### src/rtl/lsr_pkg.sv
package lsr_pkg;
  // default geometry of the sensor line
  localparam int unsigned PIX_COUNT_DEF = 102;
  localparam int unsigned RST_WIN_DEF   = 18;

  // exposure phase of the integrator bank
  typedef enum logic [1:0] {
    PH_IDLE  = 2'd0,
    PH_RESET = 2'd1,
    PH_INTEG = 2'd2
  } phase_t;
endpackage

### src/rtl/lsr_rst_sync.sv
module lsr_rst_sync #(
  parameter int unsigned STAGES = 2
) (
  input  logic clk,
  input  logic rst_n,
  output logic rst_ni
);
  logic [STAGES-1:0] sync_q;

  always_ff @(posedge clk or negedge rst_n) begin
    if (!rst_n) sync_q <= '0;
    else        sync_q <= {sync_q[STAGES-2:0], 1'b1};
  end

  assign rst_ni = sync_q[STAGES-1];
endmodule

### src/rtl/lsr_token_chain.sv
module lsr_token_chain #(
  parameter int unsigned NUM_PIX = lsr_pkg::PIX_COUNT_DEF
) (
  input  logic               clk,
  input  logic               rst_ni,
  input  logic               inject_i,
  output logic [NUM_PIX-1:0] stage_o
);
  logic [NUM_PIX-1:0] stage_q;
  logic [NUM_PIX-1:0] stage_d;

  // one token stage per pixel; the last stage drops out of the chain
  always_comb stage_d[0] = inject_i;
  generate
    for (genvar g = 1; g < NUM_PIX; g++) begin : g_stage
      always_comb stage_d[g] = stage_q[g-1];
    end
  endgenerate

  always_ff @(posedge clk or negedge rst_ni) begin
    if (!rst_ni) stage_q <= '0;
    else         stage_q <= stage_d;
  end

  assign stage_o = stage_q;

  a_r4_chain_onehot: assert property (@(posedge clk) disable iff (!rst_ni)
    $onehot0(stage_q))
    else $error("token chain holds more than one token");
endmodule

### src/rtl/lsr_pix_counter.sv
module lsr_pix_counter #(
  parameter int unsigned NUM_PIX = lsr_pkg::PIX_COUNT_DEF,
  localparam int unsigned IDX_W  = $clog2(NUM_PIX + 1)
) (
  input  logic             clk,
  input  logic             rst_ni,
  input  logic             load_i,
  output logic [IDX_W-1:0] idx_o,
  output logic             busy_o
);
  localparam logic [IDX_W-1:0] LAST = IDX_W'(NUM_PIX);

  logic [IDX_W-1:0] idx_q;
  logic [IDX_W-1:0] idx_d;
  logic             idx_en;

  always_comb begin
    idx_en = 1'b0;
    idx_d  = idx_q;
    if (load_i) begin
      idx_en = 1'b1;
      idx_d  = IDX_W'(1);
    end else if (idx_q == LAST) begin
      idx_en = 1'b1;
      idx_d  = '0;
    end else if (idx_q != '0) begin
      idx_en = 1'b1;
      idx_d  = idx_q + 1'b1;
    end
  end

  always_ff @(posedge clk or negedge rst_ni) begin
    if (!rst_ni)     idx_q <= '0;
    else if (idx_en) idx_q <= idx_d;
  end

  assign idx_o  = idx_q;
  assign busy_o = (idx_q != '0);

  a_r7_frame_ends: assert property (@(posedge clk) disable iff (!rst_ni)
    (idx_q == LAST) |=> (idx_q == '0))
    else $error("index did not return to idle after last pixel");

  a_r2_load_only_idle: assert property (@(posedge clk) disable iff (!rst_ni)
    load_i |-> (idx_q == '0))
    else $error("frame load while busy");
endmodule

### src/rtl/lsr_window_ctl.sv
module lsr_window_ctl #(
  parameter int unsigned RST_CLKS = lsr_pkg::RST_WIN_DEF,
  localparam int unsigned CNT_W   = (RST_CLKS > 1) ? $clog2(RST_CLKS) : 1
) (
  input  logic clk,
  input  logic rst_ni,
  input  logic begin_i,
  output logic hold_o,
  output logic int_rst_o,
  output logic integ_o
);
  import lsr_pkg::*;

  phase_t           ph_q, ph_d;
  logic [CNT_W-1:0] cnt_q, cnt_d;
  logic             cnt_en;
  logic             hold_q;

  always_comb begin
    ph_d   = ph_q;
    cnt_d  = cnt_q;
    cnt_en = 1'b0;
    if (begin_i) begin
      ph_d   = PH_RESET;
      cnt_d  = CNT_W'(RST_CLKS - 1);
      cnt_en = 1'b1;
    end else if (ph_q == PH_RESET) begin
      if (cnt_q == '0) begin
        ph_d = PH_INTEG;
      end else begin
        cnt_d  = cnt_q - 1'b1;
        cnt_en = 1'b1;
      end
    end
  end

  always_ff @(posedge clk or negedge rst_ni) begin
    if (!rst_ni) begin
      ph_q   <= PH_IDLE;
      cnt_q  <= '0;
      hold_q <= 1'b0;
    end else begin
      ph_q   <= ph_d;
      hold_q <= begin_i;
      if (cnt_en) cnt_q <= cnt_d;
    end
  end

  assign hold_o    = hold_q;
  assign int_rst_o = (ph_q == PH_RESET);
  assign integ_o   = (ph_q == PH_INTEG);

  a_r5_rst_excl_integ: assert property (@(posedge clk) disable iff (!rst_ni)
    !(int_rst_o && integ_o))
    else $error("reset window overlaps integration");

  a_r3_hold_opens_window: assert property (@(posedge clk) disable iff (!rst_ni)
    hold_q |-> (int_rst_o && cnt_q == CNT_W'(RST_CLKS - 1)))
    else $error("hold without fresh reset window");
endmodule

### src/rtl/lsr_readout_seq.sv
module lsr_readout_seq #(
  parameter int unsigned NUM_PIX  = lsr_pkg::PIX_COUNT_DEF,
  parameter int unsigned RST_CLKS = lsr_pkg::RST_WIN_DEF,
  localparam int unsigned IDX_W   = $clog2(NUM_PIX + 1)
) (
  input  logic               clk,
  input  logic               rst_n,
  input  logic               start_i,
  output logic               hold_o,
  output logic               int_rst_o,
  output logic               integ_o,
  output logic [NUM_PIX-1:0] sel_o,
  output logic [IDX_W-1:0]   pix_idx_o,
  output logic               out_en_o,
  output logic               err_o
);
  logic             rst_ni;
  logic             busy;
  logic             accept;
  logic             drop;
  logic             err_q;
  logic [IDX_W-1:0] idx;
  logic [NUM_PIX-1:0] stage;

  lsr_rst_sync #(.STAGES(2)) u_rst (
    .clk(clk), .rst_n(rst_n), .rst_ni(rst_ni)
  );

  // a start is taken only when no pixel is being presented
  always_comb begin
    accept = start_i && !busy;
    drop   = start_i &&  busy;
  end

  lsr_token_chain #(.NUM_PIX(NUM_PIX)) u_chain (
    .clk(clk), .rst_ni(rst_ni), .inject_i(accept), .stage_o(stage)
  );

  lsr_pix_counter #(.NUM_PIX(NUM_PIX)) u_cnt (
    .clk(clk), .rst_ni(rst_ni), .load_i(accept), .idx_o(idx), .busy_o(busy)
  );

  lsr_window_ctl #(.RST_CLKS(RST_CLKS)) u_win (
    .clk(clk), .rst_ni(rst_ni), .begin_i(accept),
    .hold_o(hold_o), .int_rst_o(int_rst_o), .integ_o(integ_o)
  );

  always_ff @(posedge clk or negedge rst_ni) begin
    if (!rst_ni) err_q <= 1'b0;
    else         err_q <= drop;
  end

  assign sel_o     = stage;
  assign pix_idx_o = idx;
  assign out_en_o  = busy;
  assign err_o     = err_q;

  a_r4_sel_matches_idx: assert property (@(posedge clk) disable iff (!rst_ni)
    (idx != '0) |-> stage[idx - 1'b1])
    else $error("select bit does not match index");

  a_r7_oe_tracks_sel: assert property (@(posedge clk) disable iff (!rst_ni)
    out_en_o == (|stage))
    else $error("output enable without selected pixel");

  a_r3_hold_at_first: assert property (@(posedge clk) disable iff (!rst_ni)
    hold_o |-> (idx == IDX_W'(1) && $past(start_i)))
    else $error("hold outside first pixel");

  a_r5_window_span: assert property (@(posedge clk) disable iff (!rst_ni)
    int_rst_o |-> (idx >= IDX_W'(1) && idx <= IDX_W'(RST_CLKS)))
    else $error("integrator reset outside window");

  a_r6_integ_rise: assert property (@(posedge clk) disable iff (!rst_ni)
    $rose(integ_o) |-> (idx == IDX_W'(RST_CLKS + 1)))
    else $error("integration began on wrong clock");

  a_r9_err_cause: assert property (@(posedge clk) disable iff (!rst_ni)
    err_o |-> ($past(start_i) && $past(out_en_o)))
    else $error("error without dropped start");

  a_r8_late_start: assert property (@(posedge clk) disable iff (!rst_ni)
    (idx == IDX_W'(NUM_PIX) && start_i) |=> (err_o && !out_en_o))
    else $error("start on closing clock not dropped");
endmodule

### config.mk
export PLATFORM = sky130hd
export DESIGN_NAME = lsr_readout_seq
export DESIGN_NICKNAME = d
export VERILOG_FILES = /design/src/rtl/lsr_pkg.sv /design/src/rtl/lsr_rst_sync.sv /design/src/rtl/lsr_token_chain.sv /design/src/rtl/lsr_pix_counter.sv /design/src/rtl/lsr_window_ctl.sv /design/src/rtl/lsr_readout_seq.sv
export SDC_FILE = /design/constraint.sdc
export NUM_CORES = 1
export LEC_CHECK = 0
export CORE_MARGIN = 10
export CORE_UTILIZATION = 60
export DETAILED_ROUTE_END_ITERATION = 10
export DONT_BUFFER_PORTS = 1
export PLACE_DENSITY = 0.76
export REMOVE_ABC_BUFFERS = 1
export SYNTH_ARGS = -nofsm -noshare
export SYNTH_HDL_FRONTEND = slang
export SYNTH_SLANG_ARGS = --single-unit
### constraint.sdc
create_clock -name clk -period 4.6 [get_ports clk]
set_input_delay 0.92 -clock clk [delete_from_list [all_inputs] [get_ports clk]]
set_output_delay 0.92 -clock clk [all_outputs]
set_load 0.05 [all_outputs]
==> metrics.txt, run 1 <==
RePlAce Congestion=0.827; antenna fix cells=0; share of the yosys chip area belonging to registers=0.867; Syn Std Cell Area=3430 um^2; crit path time final=3.22 ns; outcome=completed; crit path cell chain=inv_1, ha_1, nor4b_2, nand2_1; I/O Pins=117; worst hold slack=0.106 ns; largest net degree at the start of global routing=62; WL/cell=28.5 um; clock latency on the worst-skew pair=0.51 ns; first-pass GRT wire length=11,800 um; I/O Buffers=0; Mapped Cells=185; post-synth cell types=38; Hold WC Path Type=in2async; All-Layer GR Usage=0.186; Crit-path slowest cell=dfrtp_1; YS warnings=0; maximum buffer depth of the clock tree=2; P_leak=2.10 nW; CTS buffer count=17; area of the core=5540 um^2; Critical Path AT=2.30 ns; row cnt=27; clk sink count=119; slowest stage delay, CP=0.73 ns; Final Hold Viols=0; DRC=0; Final period util=0.700; #FFs+latches synth=119; kind of end point of the critical path=output pin; Setup TNS Final=0 ns; max_slew headroom=0.370; clock-pin slew on the worst setup and hold paths=0.06 ns; CP max FO=6; unrepaired setup endpoints after global routing=false; initial antenna violation count=0; CP Class=reg2out; CTS resizes=0; die width=95.7 um; via count=1,616; Placed Instances=256; DPL Wire Length=5080 um; # Max-Cap Violations=0; 1st-pass router iterations=4; CTS root buffer=clkbuf_8; initial cell density of the core=0.620; vias in the first global route=1,707; Avg Synthesized Cell Area=18.6 um^2; Final Setup Violations=0; worst slew pin tran=0.943 ns; htree depth=4; setup bufs post-CTS=0; Peak supply drop=0.000576 V; total grt overflow=0; fin cells=288; Pwr Density=773 nW/um^2; placed inst area=3520 um^2; WL final=8220 um; routed vias/inst=5.61; Die Height=95.7 um; die area=9150 um^2; initial drt markers=94; Critical Path Start Type=flip-flop; Hold-fix buffers, CTS=0; dpl ws=1.94 ns; fin area=4130 um^2; Antenna Violating Nets Remaining=0; clk_skew=0.0106 ns; CTS tree=built; synth-to-layout area growth=20.3%; final worst slack=1.38 ns; layout cell share with drive strength beyond 1=0.190; WP data required=3.68 ns; Final #Nets=210; Fmax achieved=310 MHz; max-slew violations=0
-- final cells by class --
cell class	count	area, um^2
Clock inverter	12	176
Multi-Input combinational cell	56	408
Inverter	7	26.3
Fill cell	310	1410
Clock buffer	20	435
Sequential cell	119	2980
Timing Repair Buffer	2	15.0
Tap cell	72	90.1
-- registers in the layout, summed over array words and instances (netlist names) --
| register | flops |
|---|---|
| u_win.ph_q | 2 |
| u_rst.sync_q | 2 |
| u_chain.stage_o | 102 |
| u_cnt.idx_o | 7 |
| err_o | 1 |
| u_win.cnt_q | 5 |
-- where the power goes --
| part | switching [W] | internal, W |
|---|---|---|
| logic | 0.000170 | 0.000122 |
| clock network | 0.000468 | 0.000893 |
| registers | 0.000396 | 0.00115 |
-- cells in the final DEF, fill, tap and decap left out, types with 2 or more instances in the layout --
| cell type | Yosys | layout |
|---|---|---|
| a211oi_1 | 2 | 2 |
| a21oi_1 | 4 | 4 |
| buf_4 | 1 | 2 |
| bufinv_16 | 0 | 4 |
| clkbuf_1 | 1 | 2 |
| clkbuf_16 | 0 | 16 |
| clkbuf_8 | 0 | 2 |
| clkinv_2 | 0 | 3 |
| clkinv_4 | 0 | 3 |
| clkinvlp_4 | 0 | 2 |
| dfrtp_1 | 119 | 118 |
| ha_1 | 4 | 4 |
| inv_1 | 6 | 6 |
| nand2_1 | 4 | 4 |
| nand3_1 | 5 | 5 |
| nor2_1 | 2 | 2 |
| nor2b_1 | 2 | 2 |
| nor3_1 | 3 | 3 |
| o21ai_0 | 3 | 3 |
| o21ai_1 | 2 | 2 |
| or3_1 | 2 | 2 |
| or4b_4 | 2 | 2 |
| xnor2_1 | 2 | 2 |
-- worst paths after layout --
| check | startpoint | to | slack [ns] | cells after the start |
|---|---|---|---|---|
| worst min register to register | u_rst.sync_q[0] | u_rst.sync_q[1] | 0.35 | 0 |
| min in group clk | u_rst.sync_q[0] | u_rst.sync_q[1] | 0.35 | 0 |
| worst max-delay path | u_cnt.idx_o[0] | out_en_o | 1.38 | 4 |
| worst min-delay path | rst_n | u_rst.sync_q[1] | 0.11 | 0 |
| worst max register to register | u_cnt.idx_o[0] | u_cnt.idx_o[1] | 2.40 | 5 |
| max in group asynchronous | u_rst.sync_q[1] | u_win.cnt_q[0] | 3.03 | 1 |
-- logic make-up (layout without fill, tap and decap cells) --
logic type / Yosys count / count (layout) / synth area share
compound gates: 17 / 17 / 0.0339
xor+xnor: 3 / 3 / 0.00765
fa+ha+maj: 4 / 4 / 0.0146
buf+inv: 10 / 41 / 0.0142
flops: 119 / 119 / 0.867
mux: 1 / 1 / 0.00291
other cells: 1 / 1 / 0.00109
simple gates: 30 / 30 / 0.0587
-- cells in the mapped netlist --
library cell	number	share of area
ha_1	4	0.015
inv_1	6	0.0066
nor4_1	1	0.0018
xnor2_1	2	0.0051
nor4b_2	1	0.0044
mux2i_1	1	0.0029
buf_6	1	0.0033
and3_4	1	0.0033
buf_4	1	0.0022
o22ai_1	1	0.0018
or3b_2	1	0.0026
conb_1	1	0.0011
nand3b_1	1	0.0022
nand2_1	4	0.0044
nand3_1	5	0.0073
xor2_1	1	0.0026
or3_1	2	0.0036
o21bai_1	1	0.0022
dfrtp_1	119	0.87
o21ai_1	2	0.0029
a21oi_1	4	0.0058
and3_1	1	0.0018
nor3_2	1	0.0029
o32ai_1	1	0.0026
nor2b_1	2	0.0036
a21boi_4	1	0.0055
nand4b_1	1	0.0026
or4b_4	2	0.0080
nor3_1	3	0.0044
inv_2	1	0.0011
nand4_1	1	0.0018
o31ai_1	1	0.0022
clkbuf_1	1	0.0011
o21a_1	1	0.0022
nor2_1	2	0.0022
a211oi_1	2	0.0044
and2_1	1	0.0018
o21ai_0	3	0.0044
-- worst max-delay path: cells and delay by family (launching register included) --
family                     cells  cell delay (ns)
buffers and inverters          1             0.16
DFF                            1             0.73
adders and majority gates      1             0.25
and+or+nand+nor                2             0.65
-- metrics by stage --
stage | power, W | util
after floorplan | 0.00175 | -
after global placement | 0.00181 | 0.636
after detailed placement | 0.00185 | 0.636
after CTS | 0.00322 | 0.746
after global routing | 0.00331 | 0.746
final | 0.00320 | 0.746
-- routing by layer --
metal  vias up  GRT usage  routed length, um
li1        654          -                  -
met4         0     0.0774                 82
met1       860      0.189               2750
met2        94      0.302               4260
met5         -          0                  0
met3         8      0.118               1130
Power figures use the tool's default switching activity.
==> inputs of run 2 (changes only) <==
- clock period: 4.6 -> 3.1 ns (I/O delays scaled with it)
==> run 2 against run 1 <==
Against the previous run: first-iteration DRC count increased by 19%; setup slack got worse by 0.92 ns; via count increased by 1.7%; core utilization increased by 0.11 points; clock-buffer cell count increased by 1; combinational power increased by 84%; routed wire length decreased by 1.7%; global-route usage decreased by 0.23 points; cell area increased by 0.15%; sequential power increased by 44%; register-to-register slack got worse by 1.4 ns.
==> metrics.txt, run 2 (synthesis results as in run 1) <==
1st-pass router iterations=4; crit path time final=2.64 ns; commonest non-fill, non-tap cell in the layout=dfrtp_1; Final #Nets=214; P_leak=2.11 nW; synth-to-layout area growth=20.5%; via count=1,643; initial drt markers=112; total grt overflow=0; Setup TNS Final=0 ns; Largest register FFs=102; antenna fix cells=0; die area=9150 um^2; CP max FO=8; first-pass GRT wire length=11,700 um; commonest cells after routing, fill and taps aside=118 x dfrtp_1, 16 x clkbuf_16, 6 x inv_1, 5 x nand3_1; I/O Buffers=0; kind of end point of the critical path=output pin; worst hold slack=0.255 ns; Crit path max-delay family=simple AND/OR/NAND/NOR gates; All-Layer GR Usage=0.184; RePlAce Congestion=0.804; clk sink count=119; Crit-path slowest cell=dfrtp_1; largest net degree at the start of global routing=61; row cnt=27; CTS root buffer=clkbuf_8; Fmax achieved=378 MHz; Antenna Violating Nets Remaining=0; Critical Path AT=2.02 ns; Final Setup Violations=0; clock latency on the worst-skew pair=0.50 ns; Die Height=95.7 um; crit path cell chain=nor4b_2, nand2_1; Final Hold Viols=0; die width=95.7 um; Hold WC Path Type=in2reg; unrepaired setup endpoints after global routing=false; Critical Path Start Type=flip-flop; Peak supply drop=0.000668 V; I/O Pins=117; fin area=4140 um^2; outcome=completed; placed inst area=3560 um^2; max-slew violations=0; initial cell density of the core=0.620; DPL Wire Length=5070 um; CTS buffer count=17; # Max-Cap Violations=0; max_slew headroom=0.399; Pwr Density=1120 nW/um^2; DRC=0; slowest stage delay, CP=0.65 ns; WL/cell=27.7 um; CTS tree=built; initial antenna violation count=0; Fillers=299; Final period util=0.852; layout cell share with drive strength beyond 1=0.200; routed vias/inst=5.63; htree depth=4; area of the multi-input gates=408 um^2; worst slew pin tran=0.901 ns; WL final=8080 um; maximum buffer depth of the clock tree=2; vias in the first global route=1,759; area of the core=5540 um^2; clk_skew=0.0107 ns; clock-pin slew on the worst setup and hold paths=0.05 ns; CP Class=reg2out; WP data required=2.48 ns; register area=2980 um^2; dpl ws=1.01 ns; setup bufs post-CTS=0; Buf/Inv on CP=0; final worst slack=0.457 ns; fin util=0.747
[run 2: repair_timing]
| action | in CTS | in global routing |
|---|---|---|
| hold buffers | 1 | 0 |
| gates resized for setup | 0 | 0 |
| endpoints found under the hold margin | 2 | 0 |
| endpoints found under the setup margin | 0 | 0 |
[run 2: area by class of cell]
| class | count | share of cell area |
|---|---|---|
| clock inverter | 11 | 0.0299 |
| inverter | 7 | 0.00635 |
| clock buffer | 21 | 0.109 |
| multi-input combinational | 56 | 0.0985 |
| sequential | 119 | 0.720 |
| timing repair buffer | 6 | 0.0145 |
| tap | 72 | 0.0218 |
[run 2: worst paths after layout]
| kind | end | from | slack [ns] | cells past startpoint |
|---|---|---|---|---|
| min | u_cnt.idx_o[1] | start_i | 0.25 | 1 |
| max | out_en_o | u_cnt.idx_o[2] | 0.46 | 2 |
| min in group asynchronous | u_rst.sync_q[1] | rst_n | 0.36 | 1 |
| max in group asynchronous | u_chain.stage_o[7] | u_rst.sync_q[1] | 1.96 | 1 |
| max reg2reg | u_cnt.idx_o[1] | u_cnt.idx_o[2] | 1.03 | 3 |
| min reg2reg | u_rst.sync_q[1] | u_rst.sync_q[0] | 0.35 | 0 |
[run 2: layer usage]
layer  GRT usage  up-vias  routed length, um
met5           0        -                  0
met2       0.301      104               4220
met3       0.117       14               1080
met4      0.0713        0                140
met1       0.185      860               2640
li1            -      665                  -
[run 2: per-stage QoR]
step                      std cells  power [W]
after detailed placement        259    0.00278
after global routing            292    0.00482
final                           292    0.00464
after CTS                       292    0.00468
after floorplan                 182    0.00259
after global placement          259    0.00272
[run 2: where the power goes]
group	internal [W]	switching, W	leakage (nW)
Clock	0.00119	0.000693	0.274
Combinational	0.000206	0.000331	0.213
Sequential	0.00170	0.000520	1.62
Total	0.00309	0.00154	2.11
==> inputs of run 3 (changes only) <==
--- a/constraint.sdc
+++ b/constraint.sdc
@@ -3,2 +3,2 @@
 set_output_delay 0.62 -clock clk [all_outputs]
-set_load 0.05 [all_outputs]
+set_load 0.02 [all_outputs]
==> run 3 against run 2 <==
Against the previous run: cell count fell by 1.7%; global-route usage fell by 0.51 points; fmax rose by 6.7%; first-iteration DRC count fell by 21%; sequential power fell by 8%; critical path depth rose by 2; clock skew rose by 0.0020 ns; largest power group unchanged.
==> metrics.txt, run 3 (synthesis results as in run 1) <==
DPL Wire Length=5050 um; synth-to-layout area growth=18.0%; I/O Buffers=0; CTS resizes=0; WL final=7900 um; RePlAce Congestion=0.803; Final period util=0.799; fin cells=287; htree depth=4; I/O Pins=117; commonest non-fill, non-tap cell in the layout=dfrtp_1; unrepaired setup endpoints after global routing=false; crit path time final=2.48 ns; outcome=completed; kind of end point of the critical path=output pin; Hold WC Path Type=in2reg; Final Setup Violations=0; Final Hold Viols=0; clk sink count=119; initial drt markers=89; initial cell density of the core=0.620; CTS buffer count=17; Largest register FFs=102; layout cell share with drive strength beyond 1=0.172; routed vias/inst=5.66; Die Height=95.7 um; via count=1,623; All-Layer GR Usage=0.179; die area=9150 um^2; DR WL met3=1140 um; placed inst area=3520 um^2; vias in the first global route=1,733; maximum buffer depth of the clock tree=2; row cnt=27; 1st-pass router iterations=4; fin area=4050 um^2; WP data required=2.48 ns; clk_skew=0.0128 ns; CP max FO=6; worst slew pin tran=0.898 ns; Peak supply drop=0.000774 V; antenna fix cells=0; Placed Instances=256; Critical Path Start Type=flip-flop; Fmax achieved=404 MHz; metal1 wirelength=2490 um; max_slew headroom=0.402; first-pass GRT wire length=11,500 um; max-slew violations=0; WL/cell=27.5 um; die width=95.7 um; CTS root buffer=clkbuf_8; # Max-Cap Violations=0; Setup TNS Final=0 ns; Critical Path AT=1.86 ns; highest metal used=met4; clock latency on the worst-skew pair=0.51 ns; Final #Nets=211; clock-pin slew on the worst setup and hold paths=0.05 ns; Antenna Violating Nets Remaining=0; commonest cells after routing, fill and taps aside=118 x dfrtp_1, 16 x clkbuf_16, 6 x inv_1, 5 x nand3_1; CTS tree=built; DRC=0; met2 routed WL=4210 um; CP Class=reg2out; Pwr Density=1030 nW/um^2; initial antenna violation count=0; P_leak=2.06 nW; fin util=0.731; total grt overflow=0; area of the core=5540 um^2; largest net degree at the start of global routing=76
-- run 3: changes by cell type in the layout (fill, tap and decap cells not counted) --
cell / delta
buf_4: -2
clkbuf_1: +2
buf_12: -1
bufinv_16: -1
clkbuf_8: -1
clkinvlp_4: -1
inv_6: -1
-- run 3: per-stage QoR --
step	setup slack (ns)	hold WS, ns	power, W
4_1_cts	0.623	0.211	0.00420
3_3_place_gp	1.25	0.325	0.00239
2_1_floorplan	-0.461	0.324	0.00231
6_report	0.624	0.240	0.00416
5_1_grt	0.525	0.220	0.00435
3_5_place_dp	1.17	0.325	0.00245
-- run 3: area by class of cell --
type,count,area (um^2)
Sequential cell,119,2980
Fill cell,316,1490
Clock buffer,22,443
Multi-Input combinational cell,56,408
Tap cell,72,90.1
Clock inverter,8,77.6
Inverter,7,26.3
Timing Repair Buffer,3,25.0
-- run 3: report_power, final --
part	switching (W)	leakage [nW]	internal [W]
Combinational	0.000215	0.193	0.000175
Sequential	0.000342	1.62	0.00171
Clock	0.000648	0.251	0.00107
Total	0.00120	2.06	0.00295
-- run 3: worst max-delay path, stage by stage (launching register included) --
cell and delay [ns]:
dfrtp_1 0.50, inv_1 0.15, ha_1 0.18, nor4b_2 0.26, nand2_1 0.26
-- run 3: path summary, 6_finish.rpt --
kind / startpoint / endpoint / slack [ns] / depth (start not counted)
max reg2reg: u_cnt.idx_o[0] / u_cnt.idx_o[5] / 1.28 / 6
max: u_cnt.idx_o[0] / out_en_o / 0.62 / 4
min in group asynchronous: rst_n / u_rst.sync_q[0] / 0.36 / 1
min: start_i / u_cnt.idx_o[1] / 0.24 / 1
max in group asynchronous: u_rst.sync_q[1] / u_cnt.idx_o[2] / 1.81 / 1
min reg2reg: u_rst.sync_q[0] / u_rst.sync_q[1] / 0.38 / 0
-- run 3: layer usage --
metal | vias up | GRT usage
li1 | 663 | -
met1 | 847 | 0.170
met2 | 106 | 0.303
met3 | 7 | 0.124
met4 | 0 | 0.0553
met5 | - | 0
-- run 3: timing repair --
item	CTS	global route
endpoints found under the setup margin	0	0
hold buffers	1	0
setup buffers	0	0
hold endpoints to repair	2	0
